$ cat config.mk
export PLATFORM = sky130hd
export DESIGN_NAME = tdm_autobuf_engine
export DESIGN_NICKNAME = d
export VERILOG_FILES = /design/src/rtl/tdm_autobuf_pkg.sv /design/src/rtl/tdm_slot_timer.sv /design/src/rtl/tdm_word_serdes.sv /design/src/rtl/tdm_slot_buffer.sv /design/src/rtl/tdm_autobuf_engine.sv
export SDC_FILE = /design/constraint.sdc
export NUM_CORES = 1
export LEC_CHECK = 0
export BUFFER_PORTS_ARGS = -buffer_cell sky130_fd_sc_hd__buf_2
export CAP_MARGIN = 20
export CELL_PAD_IN_SITES_DETAIL_PLACEMENT = 1
export CELL_PAD_IN_SITES_GLOBAL_PLACEMENT = 1
export CORE_ASPECT_RATIO = 0.5
export CORE_MARGIN = 5
export CORE_UTILIZATION = 45
export CTS_CLUSTER_DIAMETER = 40
export DETAILED_ROUTE_END_ITERATION = 16
export GPL_TIMING_DRIVEN = 0
export PLACE_DENSITY = 0.8
export SLEW_MARGIN = 20
export SYNTH_ARGS = -nofsm -noshare
export SYNTH_HDL_FRONTEND = slang
export SYNTH_SLANG_ARGS = --single-unit
$ cat constraint.sdc
create_clock -name clk -period 2.85 [get_ports clk]
set_input_delay 0.57 -clock clk [delete_from_list [all_inputs] [get_ports clk]]
set_output_delay 0.57 -clock clk [all_outputs]
set_load 0.02 [all_outputs]
$ cat src/rtl/tdm_autobuf_pkg.sv
package tdm_autobuf_pkg;

    localparam int DEF_WORD_W      = 16;
    localparam int DEF_FRAME_SLOTS = 32;
    localparam int DEF_TX_BASE     = 0;
    localparam int DEF_TX_SLOTS    = 3;
    localparam int DEF_RX_BASE     = 3;
    localparam int DEF_RX_SLOTS    = 3;

    // True when slot index lies in [base, base+count)
    function automatic logic slot_in(input int slot, input int base, input int count);
        return (slot >= base) && (slot < base + count);
    endfunction

endpackage

$ cat src/rtl/tdm_slot_timer.sv
module tdm_slot_timer
    import tdm_autobuf_pkg::*;
#(
    parameter int WORD_W      = DEF_WORD_W,
    parameter int FRAME_SLOTS = DEF_FRAME_SLOTS,
    parameter int TX_BASE     = DEF_TX_BASE,
    parameter int TX_SLOTS    = DEF_TX_SLOTS,
    parameter int RX_BASE     = DEF_RX_BASE,
    parameter int RX_SLOTS    = DEF_RX_SLOTS
) (
    input  logic clk,
    input  logic rst_n,
    input  logic port_en,
    input  logic bclk_en,
    input  logic fsync,
    output logic tx_load,
    output logic rx_store,
    output logic bit_adv,
    output logic tx_live
);

    localparam int SLOT_W = $clog2(FRAME_SLOTS);
    localparam int BIT_W  = $clog2(WORD_W);
    localparam logic [BIT_W-1:0]  LAST_BIT  = BIT_W'(WORD_W - 1);
    localparam logic [SLOT_W-1:0] LAST_SLOT = SLOT_W'(FRAME_SLOTS - 1);

    typedef struct packed {
        logic              run;
        logic [SLOT_W-1:0] slot;
        logic [BIT_W-1:0]  bitn;
    } tstate_t;

    tstate_t st_d, st_q;

    always_comb begin
        st_d     = st_q;
        tx_load  = 1'b0;
        rx_store = 1'b0;
        bit_adv  = 1'b0;
        if (!port_en) begin
            st_d = '0;
        end else if (bclk_en) begin
            bit_adv  = st_q.run;
            rx_store = st_q.run && (st_q.bitn == LAST_BIT)
                       && slot_in(int'(st_q.slot), RX_BASE, RX_SLOTS);
            if (fsync) begin
                st_d.run  = 1'b1;
                st_d.slot = '0;
                st_d.bitn = '0;
            end else if (st_q.run) begin
                if (st_q.bitn == LAST_BIT) begin
                    st_d.bitn = '0;
                    if (st_q.slot == LAST_SLOT) begin
                        st_d.run  = 1'b0;
                        st_d.slot = '0;
                    end else begin
                        st_d.slot = st_q.slot + SLOT_W'(1);
                    end
                end else begin
                    st_d.bitn = st_q.bitn + BIT_W'(1);
                end
            end
            tx_load = st_d.run && (st_d.bitn == '0)
                      && (fsync || (st_q.bitn == LAST_BIT))
                      && slot_in(int'(st_d.slot), TX_BASE, TX_SLOTS);
        end
    end

    assign tx_live = st_q.run && slot_in(int'(st_q.slot), TX_BASE, TX_SLOTS);

    always_ff @(posedge clk) begin
        if (!rst_n) st_q <= '0;
        else        st_q <= st_d;
    end

endmodule

$ cat src/rtl/tdm_word_serdes.sv
module tdm_word_serdes
    import tdm_autobuf_pkg::*;
#(
    parameter int WORD_W = DEF_WORD_W
) (
    input  logic              clk,
    input  logic              rst_n,
    input  logic              port_en,
    input  logic              bit_adv,
    input  logic              tx_load,
    input  logic              tx_live,
    input  logic              sdin,
    input  logic [WORD_W-1:0] fetch_word,
    output logic              sdout,
    output logic [WORD_W-1:0] rx_word
);

    typedef struct packed {
        logic [WORD_W-1:0] hold;   // one-deep transmit holding stage
        logic [WORD_W-1:0] txsh;   // transmit shifter, MSB on the line
        logic [WORD_W-2:0] rxsh;   // receive shifter, last bit comes from sdin
    } sstate_t;

    sstate_t sd_d, sd_q;

    always_comb begin
        sd_d = sd_q;
        if (!port_en) begin
            sd_d = '0;
        end else begin
            if (tx_load) begin
                sd_d.txsh = sd_q.hold;
                sd_d.hold = fetch_word;
            end else if (bit_adv) begin
                sd_d.txsh = {sd_q.txsh[WORD_W-2:0], 1'b0};
            end
            if (bit_adv) begin
                sd_d.rxsh = {sd_q.rxsh[WORD_W-3:0], sdin};
            end
        end
    end

    assign rx_word = {sd_q.rxsh, sdin};
    assign sdout   = tx_live & sd_q.txsh[WORD_W-1];

    always_ff @(posedge clk) begin
        if (!rst_n) sd_q <= '0;
        else        sd_q <= sd_d;
    end

endmodule

$ cat src/rtl/tdm_slot_buffer.sv
module tdm_slot_buffer
    import tdm_autobuf_pkg::*;
#(
    parameter int WORD_W = DEF_WORD_W,
    parameter int DEPTH  = DEF_TX_SLOTS + DEF_RX_SLOTS,
    parameter int AW     = $clog2(DEPTH)
) (
    input  logic              clk,
    input  logic              rst_n,
    input  logic              eng_we,
    input  logic [AW-1:0]     eng_addr,
    input  logic [WORD_W-1:0] eng_wdata,
    output logic [WORD_W-1:0] eng_rdata,
    input  logic              host_we,
    input  logic [AW-1:0]     host_addr,
    input  logic [WORD_W-1:0] host_wdata,
    output logic [WORD_W-1:0] host_rdata
);

    logic [WORD_W-1:0] mem_d [DEPTH];
    logic [WORD_W-1:0] mem_q [DEPTH];

    always_comb begin
        for (int w = 0; w < DEPTH; w++) begin
            mem_d[w] = mem_q[w];
            if (eng_we && (eng_addr == AW'(w)))        mem_d[w] = eng_wdata;
            else if (host_we && (host_addr == AW'(w))) mem_d[w] = host_wdata;
        end
    end

    always_comb begin
        eng_rdata  = '0;
        host_rdata = '0;
        for (int w = 0; w < DEPTH; w++) begin
            if (eng_addr == AW'(w))  eng_rdata  = mem_q[w];
            if (host_addr == AW'(w)) host_rdata = mem_q[w];
        end
    end

    always_ff @(posedge clk) begin
        for (int w = 0; w < DEPTH; w++) begin
            if (!rst_n) mem_q[w] <= '0;
            else        mem_q[w] <= mem_d[w];
        end
    end

endmodule

$ cat src/rtl/tdm_autobuf_engine.sv
module tdm_autobuf_engine
    import tdm_autobuf_pkg::*;
#(
    parameter int WORD_W      = DEF_WORD_W,
    parameter int FRAME_SLOTS = DEF_FRAME_SLOTS,
    parameter int TX_BASE     = DEF_TX_BASE,
    parameter int TX_SLOTS    = DEF_TX_SLOTS,
    parameter int RX_BASE     = DEF_RX_BASE,
    parameter int RX_SLOTS    = DEF_RX_SLOTS
) (
    input  logic                                    clk,
    input  logic                                    rst_n,
    input  logic                                    port_en,
    input  logic                                    bclk_en,
    input  logic                                    fsync,
    input  logic                                    sdin,
    output logic                                    sdout,
    output logic                                    frame_irq,
    output logic                                    irq_flag,
    input  logic                                    irq_clr,
    input  logic                                    host_we,
    input  logic [$clog2(TX_SLOTS+RX_SLOTS)-1:0]    host_addr,
    input  logic [WORD_W-1:0]                       host_wdata,
    output logic [WORD_W-1:0]                       host_rdata
);

    localparam int DEPTH = TX_SLOTS + RX_SLOTS;
    localparam int AW    = $clog2(DEPTH);
    localparam logic [AW-1:0] LAST_PTR = AW'(DEPTH - 1);

    typedef struct packed {
        logic [AW-1:0] ptr;
        logic          irq;
        logic          flag;
    } estate_t;

    estate_t es_d, es_q;

    logic              tx_load, rx_store, bit_adv, tx_live;
    logic [WORD_W-1:0] fetch_word, rx_word;
    logic [AW-1:0]     ptr_q;

    assign ptr_q = es_q.ptr;

    tdm_slot_timer #(
        .WORD_W(WORD_W), .FRAME_SLOTS(FRAME_SLOTS),
        .TX_BASE(TX_BASE), .TX_SLOTS(TX_SLOTS),
        .RX_BASE(RX_BASE), .RX_SLOTS(RX_SLOTS)
    ) u_timer (
        .clk(clk), .rst_n(rst_n), .port_en(port_en), .bclk_en(bclk_en),
        .fsync(fsync), .tx_load(tx_load), .rx_store(rx_store),
        .bit_adv(bit_adv), .tx_live(tx_live)
    );

    tdm_word_serdes #(.WORD_W(WORD_W)) u_serdes (
        .clk(clk), .rst_n(rst_n), .port_en(port_en), .bit_adv(bit_adv),
        .tx_load(tx_load), .tx_live(tx_live), .sdin(sdin),
        .fetch_word(fetch_word), .sdout(sdout), .rx_word(rx_word)
    );

    tdm_slot_buffer #(.WORD_W(WORD_W), .DEPTH(DEPTH), .AW(AW)) u_buf (
        .clk(clk), .rst_n(rst_n),
        .eng_we(rx_store), .eng_addr(es_q.ptr), .eng_wdata(rx_word),
        .eng_rdata(fetch_word),
        .host_we(host_we), .host_addr(host_addr), .host_wdata(host_wdata),
        .host_rdata(host_rdata)
    );

    // Shared pointer; the receive store at the last word closes the frame
    always_comb begin
        es_d     = es_q;
        es_d.irq = 1'b0;
        if (!port_en) begin
            es_d.ptr = '0;
        end else if (tx_load || rx_store) begin
            es_d.ptr = (es_q.ptr == LAST_PTR) ? '0 : es_q.ptr + AW'(1);
            es_d.irq = rx_store && (es_q.ptr == LAST_PTR);
        end
        if (irq_clr)  es_d.flag = 1'b0;
        if (es_d.irq) es_d.flag = 1'b1;
    end

    assign frame_irq = es_q.irq;
    assign irq_flag  = es_q.flag;

    always_ff @(posedge clk) begin
        if (!rst_n) es_q <= '0;
        else        es_q <= es_d;
    end

endmodule

Word level (Yosys, flattened, before mapping)

Memory sizes are Yosys's and may differ from the RTL's.
Cells that the tools add are included.

Register bits after elaboration: 62
RAM bits: 96
Bits of input ports: 27
Output and inout port bits: 19
Logic and storage cells: 116
Memories kept: 1

Add/subtract/negate cells: 3
$lt $le $gt $ge: 4
Equality and inequality tests: 12
Mux-type cells: 53
Bitwise logic cells: 7
Reduce and logical (&&, ||, !) cells: 27

Memory list:

| name        | depth | width | rd ports | clocked after memory_dff | write ports | RTL line              | RTL |
|---|---|---|---|---|---|---|---|
| u_buf.mem_q | 6     | 16    | 6        | 0                        | 6           | tdm_slot_buffer.sv:21 | `logic [WORD_W-1:0] mem_q [DEPTH];` |

Operator list:

| cell                | count |
|---|---|
| $mux 16             | 32 |
| $mux 10             | 4 |
| $logic_and 1x1->1   | 19 |
| $mux 1              | 13 |
| $eq 3x2->1 const B  | 4 |
| $eq 3x3->1 const B  | 4 |
| $lt 5x2->1 const B  | 2 |
| $eq 3x1->1 const B  | 2 |
| $logic_not 3->1     | 2 |
| $mux 6              | 1 |
| $or 1x1->1          | 6 |
| $add 5x1->5 const B | 1 |
| $eq 5x5->1 const B  | 1 |
| $ge 5x2->1 const B  | 1 |
| $lt 5x3->1 const B  | 1 |
| $mux 5              | 1 |
| $add 4x1->4 const B | 1 |
| $eq 4x4->1 const B  | 1 |
| $logic_not 4->1     | 1 |
| $mux 4              | 1 |
| $reduce_bool 2->1   | 2 |
| $add 3x1->3 const B | 1 |
| $mux 3              | 1 |
| $logic_or 1x1->1    | 2 |
| other kinds (2)     | 2 |

Logic depth before layout (Yosys ltp)

Depth in word-level cells: 17
Gate-level depth with buffers: 12
Depth with buffers taken out: 9

Modules after synthesis

Synthesis repeated with hierarchy kept, for this count alone.

Cell total of the unflattened synthesis: 1071
Area, all modules: 8922.3 um^2

Modules (own cells, without submodules):

| module             | times used | cells an instance | area each (um^2) | sequential area each (um^2) |
|---|---|---|---|---|
| tdm_slot_buffer    | 1          | 781               | 6059.6           | 1921.8 |
| tdm_word_serdes    | 1          | 190               | 1993.2           | 940.9 |
| tdm_slot_timer     | 1          | 81                | 673.1            | 200.2 |
| tdm_autobuf_engine | 1          | 19                | 196.4            | 100.1 |

Worst setup path before layout

No wires, ideal clock.

Path type: register -> register
From: reg es_q (netlist bit ptr_q[0])
To: reg u_serdes.sd_q[45] (netlist name)
Library setup time: 0.128 ns
Arrival: 2.427 ns
Required time: 2.722 ns
Setup slack: 0.296 ns
Stages on the path, launching flop included: 13
Path buffers: 5
Clock period less this slack: 2.554 ns
Path through: dfxtp_1 -> clkbuf_1 -> buf_1 -> clkbuf_1 -> and2_1 -> ha_1 -> clkbuf_1 -> nor2_1 -> clkbuf_1 -> a22oi_1 -> a21oi_1 -> mux2i_1 -> nor2_1

Word-level cells in the longest chain between the ends: 7
Elaborated cells between the ends (all ways): 12
Classes of those cells: 5 x eq/ne; 6 x mux; 1 x reduce/logical

RTL lines:

| what                     | RTL line                 | RTL |
|---|---|---|
| start: declaration       | tdm_autobuf_engine.sv:37 | `estate_t es_d, es_q;` |
| start signal: assignment | tdm_autobuf_engine.sv:88 | `else es_q <= es_d;` |
| $logic_not 3->1          | tdm_slot_buffer.sv:35    | `if (eng_addr == AW'(w)) eng_rdata = mem_q[w];` |
| $mux 16 (5 in a row)     | tdm_slot_buffer.sv:35    |  |
| $mux 16 *                | tdm_slot_buffer.sv:35    |  |
| end signal: assignment   | tdm_word_serdes.sv:47    | `if (!rst_n) sd_q <= '0;` |
| end signal: assignment   | tdm_word_serdes.sv:48    | `else sd_q <= sd_d;` |
| end: declaration         | tdm_word_serdes.sv:24    | `sstate_t sd_d, sd_q;` |

Mark *: on every way between the ends. The rest lies on a longest branch, timed or not.
A chain may end at the register's enable or synchronous reset.

Worst setup path after layout

From: reg es_q (netlist bit ptr_q[0])
To: reg u_serdes.sd_q[42] (netlist name)

Same word-level chain as after synthesis.

==> flow_summary.ini <==
[synth]
synthCells = 1032
yosysWarnings = 0
yosysMostFrequentCell = nand2_1
syn-num-nets = 1063
seq_area_frac_synth_pct = 35.8
synthArstFlopShare_pct = 0
syn_area_um2 = 8840
ys_seq_elements = 158
synth_common_cells = nand2_1, dfxtp_1, mux2i_1
avgSynthCellArea_um2 = 8.57
synth_top_area_share_pct = 35.8
synth_area_leaders = dfxtp_1, mux2i_1, o211a_1
synth_edf_count = 0
yosys.area.top_type = dfxtp_1
ys_types = 49
synthFlopType = dfxtp_1

[worst_setup_path]
required_ps = 3230
cp_cell_sequence = clkbuf_2, clkbuf_4, clkbuf_4, and2_1, ha_4, nor2_4, buf_6, a22oi_1, a21oi_1, mux2i_1, nor2_1
start_kind = flop
slowest_delay_ps = 430
cp-end-kind = flop
worstPathArrival_ps = 3210
crit_fanout = 10
crit_slowest_cell = a21oi_1
path_class = flop to flop
crit_path_frequent_cell = clkbuf_4

[clock_tree]
clk_pin_slew_worst_paths_ps = 60
clock-sinks = 158
postCtsSetupBuffers = 0
cts.hold.buffers_added = 0
h-tree-depth = 4
insertion_delay_ps = 450
root_buffer = clkbuf_16
tritoncts = yes
cts_buffers = 17
clk_path_buf_depth = 2

[drt]
wl_per_cell_um = 26.6
drt_iter0_drc = 991
drtAntennaViolNets = 0
vias = 8854
dr.pass1.iters = 5
drc = 0
viasPerCell = 6.44
wirelength_mm = 36.6

[sta]
layout_min_cycle_time_ps = 2840
fin_skew_ps = 6.92
fmax_mhz = 353
worst_slew_pin_slew_ps = 1020
final_hold_viol_count = 0
relSlewSlack_pct = 32.3
whs_ps = 401
setup_viol = 0
final_max_slew_viol_count = 0
setup_tns_ps = 0
fin_crit_sh_pct = 99.5

[floorplan]
die_area_um2 = 22700
num_rows = 36
fp.coreArea_um2 = 19400
io_pins = 46
initial_utilization_pct = 45.7
die_w_um = 208
die_h_um = 109

[power]
power.density_nw_per_um2 = 509
peakVddDrop_uv = 447
leakagePower_uw = 0.00494
p_total_uw = 5190

[placement]
dpl.hpwl_mm = 24.8
io_buffers = 45
gp_congestion = 0.964

[flow_run]
drv_cap = 0

[cells_and_area]
nets = 1126
syn_to_final_growth_pct = 15.3
drive_gt1_share_pct = 14.2
diodes = 0

[global_route]
grt_pass1_vias = 9034
grt_overflow_total = 0
grt_pass1_wl_mm = 54.1
grtUsageTotal_pct = 31.7
antenna_found_initial = 2
grt_max_degree = 17

[min_path]
hold_path.class = input port to flop

[outcome]
status = completed
area by class of cell:
class	count	area [um^2]
fill	2311	9170
multi-input combinational	758	5260
sequential	158	3160
buffer	107	548
clock buffer	18	439
tap	266	333
timing repair buffer	45	225
clock inverter	14	193
inverter	8	30.0
kinds of logic (layout without fill, tap and decap cells):
logic type	count (synthesis)	in the layout	share of synthesized area (%)
compound gates	261	261	23.1
flops	158	158	35.8
mux	151	151	17.8
xor+xnor	1	1	0.0990
fa+ha+maj	4	4	0.566
simple gates	341	341	16.8
buf+inv	116	192	5.81
power breakdown:
group / internal, uW / switching, uW / leakage, uW
logic: 140 / 268 / 0.00336
registers: 2240 / 26.5 / 0.00128
clock network: 1490 / 1030 / 0.000302
metal layers:
metal	GRT usage, %	share of wire [%]	vias to the layer above
met5	0	0.057	-
met4	14.3	3.8	4
met3	6.70	9.5	108
met2	51.7	45	489
met1	41.1	42	4419
li1	-	-	3834
per-stage QoR:
| stage | setup slack, ps | instance area (um^2) | util (%) | std cells |
|---|---|---|---|---|
| after detailed placement | -1470 | 9400 | 48.5 | 1343 |
| after global placement | -1340 | 9400 | 48.5 | 1343 |
| after global routing | -139 | 10200 | 52.6 | 1374 |
| final | 14.9 | 10200 | 52.6 | 1374 |
| after CTS | 3.72 | 10100 | 52.4 | 1374 |
| after floorplan | 296 | 8840 | - | 1032 |
cell usage in the layout, fill, tap and decap left out, drive strengths merged, types with 3 or more instances in the layout:
cell and count:
ha 4, a211oi 16, and2 4, clkbuf 79, a21oi 59, nand4 3
and3 4, nor2 50, buf 89, o211ai 12, o21ai 6, mux2i 146
nand3 7, bufinv 4, mux4 5, o211a 96, a2111oi 3, a31oi 13
clkinvlp 3, dfxtp 158, o221ai 12, nand2 214, a21o 15, o2bb2ai 4
o22ai 12, nor3b 5, inv 8, clkinv 7, nand2b 14, nor3 9
a22oi 7, nor2b 17
flip-flops by register name, indices dropped and copies added (netlist names):
name / count
ptr_q: 3
u_serdes.sd_q: 32
irq_flag: 1
u_timer.st_q: 10
u_serdes.rx_word: 15
frame_irq: 1
u_buf.mem_q: 96
repair_timing:
| action | CTS | global route |
|---|---|---|
| resized for setup | 39 | 24 |
| pin swaps | 0 | 2 |
| setup endpoints to repair | 76 | 118 |
worst max-delay path: cells and delay by family, from the launching register on:
family,cells,cell delay (ps)
flops,1,320
buf+inv,4,960
mux,1,140
simple gates,3,560
compound gates,2,520
fa+ha+maj,1,230
final timing paths:
check | cells past startpoint | slack, ps | end | from
min | 3 | 400 | irq_flag | irq_clr
max reg2reg | 11 | 10 | u_serdes.sd_q[42] | ptr_q[0]
max | 11 | 10 | u_serdes.sd_q[42] | ptr_q[0]
min reg2reg | 2 | 470 | u_serdes.sd_q[17] | u_serdes.sd_q[33]
Power figures use the tool's default switching activity.
